===== src/rtl/lss_pkg.sv =====
package lss_pkg;

    typedef enum logic [3:0] {
        EV_TRG0      = 4'd0,
        EV_TRG1      = 4'd1,
        EV_TRG2      = 4'd2,
        EV_SOB       = 4'd3,
        EV_EOB       = 4'd4,
        EV_CAP_EXT   = 4'd5,
        EV_CAP_BASIC = 4'd6,
        EV_FC0       = 4'd7,
        EV_FC1       = 4'd8,
        EV_OTHER     = 4'd9
    } ev_kind_e;

    typedef enum logic [2:0] {
        SEV_FAIL  = 3'd0,
        SEV_WARN  = 3'd1,
        SEV_PASS  = 3'd2,
        SEV_INFO  = 3'd3,
        SEV_DEBUG = 3'd4
    } sev_e;

    typedef enum logic [3:0] {
        FC_NONE        = 4'd0,
        FC_TRG_SPACING = 4'd1,
        FC_SEQ_ORDER   = 4'd2,
        FC_ILLEGAL     = 4'd3,
        FC_FLOW_EARLY  = 4'd4,
        FC_CAP_SWAP    = 4'd5,
        FC_CAP_NO_EOB  = 4'd6,
        FC_CAP_NO_SOB  = 4'd7,
        FC_PHASE_ADV   = 4'd8,
        FC_EXCH_START  = 4'd9,
        FC_EXCH_DONE   = 4'd10,
        FC_TRG_OK      = 4'd11,
        FC_EXCH_STEP   = 4'd12
    } find_e;

    typedef enum logic [3:0] {
        ST_PH0,
        ST_PH1,
        ST_PH2,
        ST_PH3,
        ST_PH4,
        ST_CX_SOB,
        ST_CX_EXT,
        ST_CX_BAS,
        ST_CX_EOB,
        ST_DLINIT
    } state_e;

    typedef struct packed {
        logic  v;
        find_e c;
        sev_e  s;
    } finding_t;

    localparam int unsigned N_FAIL_CODES = 8;
    localparam int unsigned EV_W         = 4;
    localparam int unsigned PHASE_W      = 3;
    localparam int unsigned LAST_KIND    = 9;

endpackage


===== src/rtl/lss_classify.sv =====
module lss_classify
    import lss_pkg::*;
(
    input  logic [EV_W-1:0] raw_type,
    output ev_kind_e        kind
);
    always_comb begin
        if (int'(raw_type) <= LAST_KIND) kind = ev_kind_e'(raw_type);
        else                             kind = EV_OTHER;
    end
endmodule


===== src/rtl/lss_timebase.sv =====
module lss_timebase #(
    parameter int unsigned TDIV_W        = 8,
    parameter int unsigned CNT_W         = 16,
    parameter int unsigned DEF_ACT_TICKS = 1600
) (
    input  logic              clk,
    input  logic              rst,
    input  logic [TDIV_W-1:0] cfg_div,
    input  logic [CNT_W-1:0]  cfg_thr,
    input  logic              restart,
    output logic              gap_short,
    output logic              armed
);
    localparam logic [CNT_W-1:0]  DEF_THR = CNT_W'(DEF_ACT_TICKS);
    localparam logic [CNT_W-1:0]  CNT_MAX = {CNT_W{1'b1}};
    localparam logic [TDIV_W-1:0] ONE_DIV = TDIV_W'(1);

    logic [TDIV_W-1:0] pre;
    logic [CNT_W-1:0]  ticks;
    logic [TDIV_W-1:0] eff_div;
    logic [CNT_W-1:0]  thr;
    logic              tick;

    always_comb begin
        eff_div = (cfg_div == '0) ? ONE_DIV : cfg_div;
        tick    = (pre >= eff_div - ONE_DIV);
        thr     = (cfg_thr == '0) ? DEF_THR : cfg_thr;
    end

    always_ff @(posedge clk) begin
        if (rst) begin
            pre   <= '0;
            ticks <= '0;
            armed <= 1'b0;
        end else if (restart) begin
            pre   <= '0;
            ticks <= '0;
            armed <= 1'b1;
        end else if (tick) begin
            pre <= '0;
            if (ticks != CNT_MAX) ticks <= ticks + 1'b1;
        end else begin
            pre <= pre + 1'b1;
        end
    end

    assign gap_short = (ticks < thr);

    p_gap_restart_r3: assert property (@(posedge clk) disable iff (rst)
        $past(restart) |-> (ticks == '0));

    p_gap_mono_r3: assert property (@(posedge clk) disable iff (rst)
        !$past(restart) |-> (ticks >= $past(ticks)));

endmodule


===== src/rtl/lss_fsm.sv =====
module lss_fsm
    import lss_pkg::*;
(
    input  logic                    clk,
    input  logic                    rst,
    input  logic                    ev_valid,
    input  ev_kind_e                ev_kind,
    input  logic                    gap_short,
    input  logic                    armed,
    output logic                    find_valid,
    output logic [3:0]              find_code,
    output logic [2:0]              find_sev,
    output logic [PHASE_W-1:0]      phase,
    output logic [N_FAIL_CODES-1:0] sticky
);
    state_e   st, nxt;
    finding_t fnd;

    function automatic finding_t mk(input find_e c, input sev_e s);
        finding_t f;
        f.v = 1'b1;
        f.c = c;
        f.s = s;
        return f;
    endfunction

    function automatic finding_t fail(input find_e c);
        return mk(c, SEV_FAIL);
    endfunction

    logic is_trg, in_cx;
    always_comb begin
        is_trg = (ev_kind == EV_TRG0) || (ev_kind == EV_TRG1) || (ev_kind == EV_TRG2);
        in_cx  = (st == ST_CX_SOB) || (st == ST_CX_EXT) ||
                 (st == ST_CX_BAS) || (st == ST_CX_EOB);
    end

    // next state and finding
    always_comb begin
        nxt = st;
        fnd = '{v: 1'b0, c: FC_NONE, s: SEV_DEBUG};
        if (ev_valid && st != ST_DLINIT) begin
            if (ev_kind == EV_FC0 || ev_kind == EV_FC1) begin
                fnd = fail(FC_FLOW_EARLY);
            end else if (ev_kind == EV_OTHER || (in_cx && is_trg)) begin
                fnd = fail(FC_ILLEGAL);
            end else begin
                unique case (st)
                    ST_PH0: begin
                        if (ev_kind == EV_TRG0) begin
                            fnd = (armed && gap_short) ? fail(FC_TRG_SPACING)
                                                       : mk(FC_TRG_OK, SEV_DEBUG);
                        end else if (ev_kind == EV_TRG1) begin
                            nxt = ST_PH1;
                            fnd = mk(FC_PHASE_ADV, SEV_INFO);
                        end else begin
                            fnd = fail(FC_SEQ_ORDER);
                        end
                    end
                    ST_PH1: begin
                        if (ev_kind == EV_TRG2) begin
                            nxt = ST_PH2;
                            fnd = mk(FC_PHASE_ADV, SEV_INFO);
                        end else if (ev_kind != EV_TRG1) begin
                            fnd = fail(FC_SEQ_ORDER);
                        end
                    end
                    ST_PH2: begin
                        if (ev_kind == EV_TRG0) begin
                            nxt = ST_PH3;
                            fnd = mk(FC_PHASE_ADV, SEV_INFO);
                        end else if (ev_kind != EV_TRG2) begin
                            fnd = fail(FC_SEQ_ORDER);
                        end
                    end
                    ST_PH3: begin
                        if (ev_kind == EV_TRG1) begin
                            nxt = ST_PH4;
                            fnd = mk(FC_PHASE_ADV, SEV_INFO);
                        end else if (ev_kind != EV_TRG0) begin
                            fnd = fail(FC_SEQ_ORDER);
                        end
                    end
                    ST_PH4: begin
                        if (ev_kind == EV_EOB) begin
                            nxt = ST_CX_SOB;
                            fnd = mk(FC_EXCH_START, SEV_INFO);
                        end else if (ev_kind != EV_TRG1) begin
                            fnd = fail(FC_SEQ_ORDER);
                        end
                    end
                    ST_CX_SOB: begin
                        if (ev_kind == EV_SOB) begin
                            nxt = ST_CX_EXT;
                            fnd = mk(FC_EXCH_STEP, SEV_INFO);
                        end else if (ev_kind == EV_CAP_EXT || ev_kind == EV_CAP_BASIC) begin
                            fnd = fail(FC_CAP_NO_SOB);
                        end else begin
                            fnd = fail(FC_SEQ_ORDER);
                        end
                    end
                    ST_CX_EXT: begin
                        if (ev_kind == EV_CAP_EXT) begin
                            nxt = ST_CX_BAS;
                            fnd = mk(FC_EXCH_STEP, SEV_INFO);
                        end else if (ev_kind == EV_CAP_BASIC) begin
                            fnd = fail(FC_CAP_SWAP);
                        end else begin
                            fnd = fail(FC_SEQ_ORDER);
                        end
                    end
                    ST_CX_BAS: begin
                        if (ev_kind == EV_CAP_BASIC) begin
                            nxt = ST_CX_EOB;
                            fnd = mk(FC_EXCH_STEP, SEV_INFO);
                        end else begin
                            fnd = fail(FC_SEQ_ORDER);
                        end
                    end
                    ST_CX_EOB: begin
                        if (ev_kind == EV_EOB) begin
                            nxt = ST_DLINIT;
                            fnd = mk(FC_EXCH_DONE, SEV_PASS);
                        end else begin
                            fnd = fail(FC_CAP_NO_EOB);
                        end
                    end
                    default: begin
                        nxt = st;
                    end
                endcase
            end
        end
    end

    // state register
    always_ff @(posedge clk) begin
        if (rst) st <= ST_PH0;
        else     st <= nxt;
    end

    // registered outputs
    always_ff @(posedge clk) begin
        if (rst) begin
            find_valid <= 1'b0;
            find_code  <= FC_NONE;
            find_sev   <= SEV_DEBUG;
        end else begin
            find_valid <= fnd.v;
            find_code  <= fnd.c;
            find_sev   <= fnd.s;
        end
    end

    generate
        for (genvar i = 0; i < N_FAIL_CODES; i++) begin : g_sticky
            always_ff @(posedge clk) begin
                if (rst)
                    sticky[i] <= 1'b0;
                else if (fnd.v && fnd.s == SEV_FAIL && int'(fnd.c) == i)
                    sticky[i] <= 1'b1;
            end
        end
    endgenerate

    always_comb begin
        unique case (st)
            ST_PH0:    phase = 3'd0;
            ST_PH1:    phase = 3'd1;
            ST_PH2:    phase = 3'd2;
            ST_PH3:    phase = 3'd3;
            ST_PH4:    phase = 3'd4;
            ST_DLINIT: phase = 3'd6;
            default:   phase = 3'd5;
        endcase
    end

    p_dl_absorb_r14: assert property (@(posedge clk) disable iff (rst)
        (st == ST_DLINIT) |=> (st == ST_DLINIT));

    p_done_from_eob_r8: assert property (@(posedge clk) disable iff (rst)
        (st == ST_DLINIT && $past(st) != ST_DLINIT) |->
            ($past(st) == ST_CX_EOB && $past(ev_kind) == EV_EOB && $past(ev_valid)));

    p_flow_hold_r9: assert property (@(posedge clk) disable iff (rst)
        (ev_valid && (ev_kind == EV_FC0 || ev_kind == EV_FC1)) |=> $stable(st));

    p_find_needs_ev_r2: assert property (@(posedge clk) disable iff (rst)
        find_valid |-> $past(ev_valid));

    p_sticky_hold_r13: assert property (@(posedge clk) disable iff (rst)
        (sticky & $past(sticky)) == $past(sticky));

    p_fail_sets_sticky_r13: assert property (@(posedge clk) disable iff (rst)
        (find_valid && find_sev == SEV_FAIL) |->
            (find_code < 4'd8 && sticky[find_code[2:0]]));

endmodule


===== src/rtl/lss_monitor.sv =====
module lss_monitor
    import lss_pkg::*;
#(
    parameter int unsigned TDIV_W        = 8,
    parameter int unsigned CNT_W         = 16,
    parameter int unsigned DEF_ACT_TICKS = 1600
) (
    input  logic                    clk,
    input  logic                    rst,
    input  logic [TDIV_W-1:0]       cfg_tick_div,
    input  logic [CNT_W-1:0]        cfg_act_ticks,
    input  logic                    ev_valid,
    input  logic [EV_W-1:0]         ev_type,
    output logic                    find_valid,
    output logic [3:0]              find_code,
    output logic [2:0]              find_sev,
    output logic [PHASE_W-1:0]      phase,
    output logic [N_FAIL_CODES-1:0] err_sticky
);
    ev_kind_e kind;
    logic     gap_short;
    logic     armed;
    logic     restart;

    lss_classify u_classify (
        .raw_type (ev_type),
        .kind     (kind)
    );

    assign restart = ev_valid && (kind == EV_TRG0);

    lss_timebase #(
        .TDIV_W        (TDIV_W),
        .CNT_W         (CNT_W),
        .DEF_ACT_TICKS (DEF_ACT_TICKS)
    ) u_timebase (
        .clk       (clk),
        .rst       (rst),
        .cfg_div   (cfg_tick_div),
        .cfg_thr   (cfg_act_ticks),
        .restart   (restart),
        .gap_short (gap_short),
        .armed     (armed)
    );

    lss_fsm u_fsm (
        .clk        (clk),
        .rst        (rst),
        .ev_valid   (ev_valid),
        .ev_kind    (kind),
        .gap_short  (gap_short),
        .armed      (armed),
        .find_valid (find_valid),
        .find_code  (find_code),
        .find_sev   (find_sev),
        .phase      (phase),
        .sticky     (err_sticky)
    );

endmodule


===== config.mk =====
export PLATFORM = sky130hd
export DESIGN_NAME = lss_monitor
export DESIGN_NICKNAME = d
export VERILOG_FILES = /design/src/rtl/lss_pkg.sv /design/src/rtl/lss_classify.sv /design/src/rtl/lss_timebase.sv /design/src/rtl/lss_fsm.sv /design/src/rtl/lss_monitor.sv
export SDC_FILE = /design/constraint.sdc
export NUM_CORES = 1
export LEC_CHECK = 0
export BUFFER_PORTS_ARGS = -buffer_cell sky130_fd_sc_hd__buf_2
export CAP_MARGIN = 20
export CELL_PAD_IN_SITES_DETAIL_PLACEMENT = 1
export CELL_PAD_IN_SITES_GLOBAL_PLACEMENT = 1
export CORE_UTILIZATION = 46
export CTS_CLUSTER_SIZE = 8
export DETAILED_ROUTE_END_ITERATION = 10
export PLACE_DENSITY_LB_ADDON = 0.1
export SYNTH_ARGS = -nofsm -noshare
export SYNTH_HDL_FRONTEND = slang
export SYNTH_SLANG_ARGS = --single-unit

===== constraint.sdc =====
create_clock -name clk -period 7.5 [get_ports clk]
set_input_delay 0.375 -clock clk [delete_from_list [all_inputs] [get_ports clk]]
set_output_delay 0.375 -clock clk [all_outputs]
set_load 0.03 [all_outputs]

==> impl_metrics.ini <==
[logic_synthesis]
netlist_area_mm2 = 0.00321
yosys-top-cells-area = dfxtp_1, ha_1, nor2_1
synth.distinct_cells = 63
ys_ff_latch = 45
ys_top_cells_by_count = dfxtp_1, nor2_1, nand2_1, ha_1, a21oi_1
synthCells = 401
synth.top_cell.area_share_pct = 28.1
synth_edf_count = 0
postSynthNetCount = 458
async_flop_share_pct = 0
yosys.area.top_type = dfxtp_1
synthFlopType = dfxtp_1
avgSynthCellArea_um2 = 8.00
ys_warn_count = 0
yosysSeqAreaShare_pct = 28.1

[floorplanning]
die_y_um = 85.5
rows = 30
dieWidth_um = 85.5
start_util_pct = 47.5
die-area_mm2 = 0.00731
io_pins = 50
coreArea_mm2 = 0.00676

[critical_path]
critPathCaptureType = flop
critPathSlowestCell = or4_1
cp_common_cell = nor2_1
criticalPathCategory = input pin to flop
crit_fanout = 16
required_ns = 7.74
cp_cell_sequence = buf_2, or4_1, or3_1, nor2_1, nor2_1, ha_1, inv_1, nor2_1, xnor2_1, ha_1, a2111oi_0, nand2b_1, a21oi_1, or2_2, nand2_1, nor2_1
worstPathArrival_ns = 3.85
max_stage_delay_ns = 0.54
critPathLaunch = cfg_tick_div[3]
crit_path_start_kind = input pin
critPathTopFamily = simple AND/OR/NAND/NOR gates
path_buf_inv = 2
r2r_start = u_fsm.st[0]

[power_and_ir_drop]
peakVddDrop_mv = 0.0915
power_density_mw_per_mm2 = 145
power.leakage_nw = 1.58

[timing]
hold_viol_final = 0
setup_violations = 0
slew_headroom_pct = 37.3
finalCriticalPeriod_ns = 3.61
setup_tns_ns = 0
skew_ns = 0.0113
fin_crit_sh_pct = 48.1
rsz0062_at_grt = false
setup_ws_ns = 3.89
tightest_slew_ns = 0.940
slew_viol_final = 0
max_freq_mhz = 277
hold_ws_ns = 0.379

[drt]
drcViolationCount = 0
antenna_left = 0
wl_per_cell_um = 16.7
drt_wl_total_mm = 8.65
viasPerCell = 6.03
drtIter0Drc = 127
firstDrtPassIters = 4
vias = 3127

[global_routing]
track_usage_pct = 24.3
grt_max_degree = 22
overflow = 0
grt_pass1_wl_mm = 14.2
antenna_found_initial = 0
grt_pass1_vias = 3090

[cells_and_area]
final_nets = 495
num_antenna_cells = 0
ff_latch_area_um2 = 901
fillCellCount = 848
syn_to_final_growth_pct = 11.6
post-route-util_pct = 53.0
multi_input_area_mm2 = 0.00214
drive_gt1_share_pct = 17.5

[min_path]
min_from = ev_valid
min_path_type = input pin to flop

[clock_tree]
clk_path_buf_depth = 2
postCtsResizedCells = 0
insertion_delay_ns = 0.31
cts-root-buf = clkbuf_8
cts_tree = built
cts.htree.levels = 2
cts_made_buffers = 5
clk_pin_slew_ns = 0.09
clock-sinks = 45
ctsHoldBuffers = 0
post-cts-setup-buffer-count = 0

[flow_run]
maxCapViolCount = 0

[outcome]
status = finished clean

[place]
placement.io_buffers = 49
dp.final_hpwl_mm = 6.65
gp_congestion = 0.855
post-place-ws_ns = 3.59
## state kept, by name, summed over array words and instances (netlist names)
name and flops:
u_fsm.find_sev 3, u_fsm.find_valid 1, u_fsm.sticky 8, u_fsm.st 4, u_fsm.find_code 4, u_timebase.ticks 16
u_timebase.pre 8, u_timebase.armed 1
## layout by cell type, fill, tap and decap left out, types with 6 or more instances in the layout
master and instances:
or3_1 10, nand3_1 9, buf_2 49, nor4_1 8, nand2_1 29, inv_1 21
a21oi_1 25, o21ai_0 15, xor2_1 7, nor2b_1 13, nand2b_1 9, nor2_1 45
nand4_1 7, nor3_1 7, or2_2 6, xnor2_1 9, dfxtp_1 45, a31oi_1 8
ha_1 26, clkbuf_8 6, and3_1 8
## metal layers
layer | up-vias | part of all wire [%] | track usage [%]
li1 | 1538 | - | -
met1 | 1507 | 49 | 33.3
met2 | 69 | 45 | 40.3
met3 | 13 | 3.9 | 3.08
met4 | 0 | 1.4 | 6.67
met5 | - | 0 | 0
## final cells by class
type,count,area share (%)
clock inverter,2,1.05
multi-input combinational,316,59.6
timing repair buffer,49,6.85
sequential,45,25.2
tap,80,2.80
inverter,21,2.20
clock buffer,6,2.31
## report_power, final
group,switching [mW],total (mW),internal [mW]
combinational,0.0455,0.0732,0.0278
sequential,0.00414,0.248,0.243
clock,0.0883,0.197,0.108
total,0.138,0.518,0.380
## logic make-up (layout without fill, tap and decap cells)
| logic type | Yosys count | after routing | share of synthesized area (%) |
|---|---|---|---|
| multiplexers | 3 | 3 | 0.936 |
| AND/OR/NAND/NOR | 178 | 178 | 30.6 |
| XOR/XNOR | 16 | 16 | 4.37 |
| flip-flops | 45 | 45 | 28.1 |
| adder cells (fa/ha/maj) | 26 | 26 | 10.1 |
| AO/OA/AOI/OAI | 93 | 93 | 20.5 |
| buffers and inverters | 40 | 78 | 5.38 |
## metrics by stage
stage	std cells	power, mW	cell area, um2
floorplan	401	0.302	3210
global placement	511	0.323	3460
detailed placement	511	0.327	3460
CTS	519	0.521	3580
global route	519	0.539	3580
finish	519	0.518	3580
## path summary, 6_finish.rpt
path / endpoint / slack [ns] / cells past startpoint
hold / removal: u_fsm.sticky[4] / 0.38 / 3
setup reg to reg: u_fsm.st[0] / 4.49 / 7
hold reg to reg: u_fsm.sticky[3] / 0.46 / 2
setup / recovery: u_timebase.pre[6] / 3.89 / 16
## worst min-delay path, delay by kind of cell
kind                   cells  cell delay (ns)
buffers and inverters      1             0.13
AND/OR/NAND/NOR            1             0.07
AO/OA/AOI/OAI              1             0.08
(Power assumes the default switching activity.)
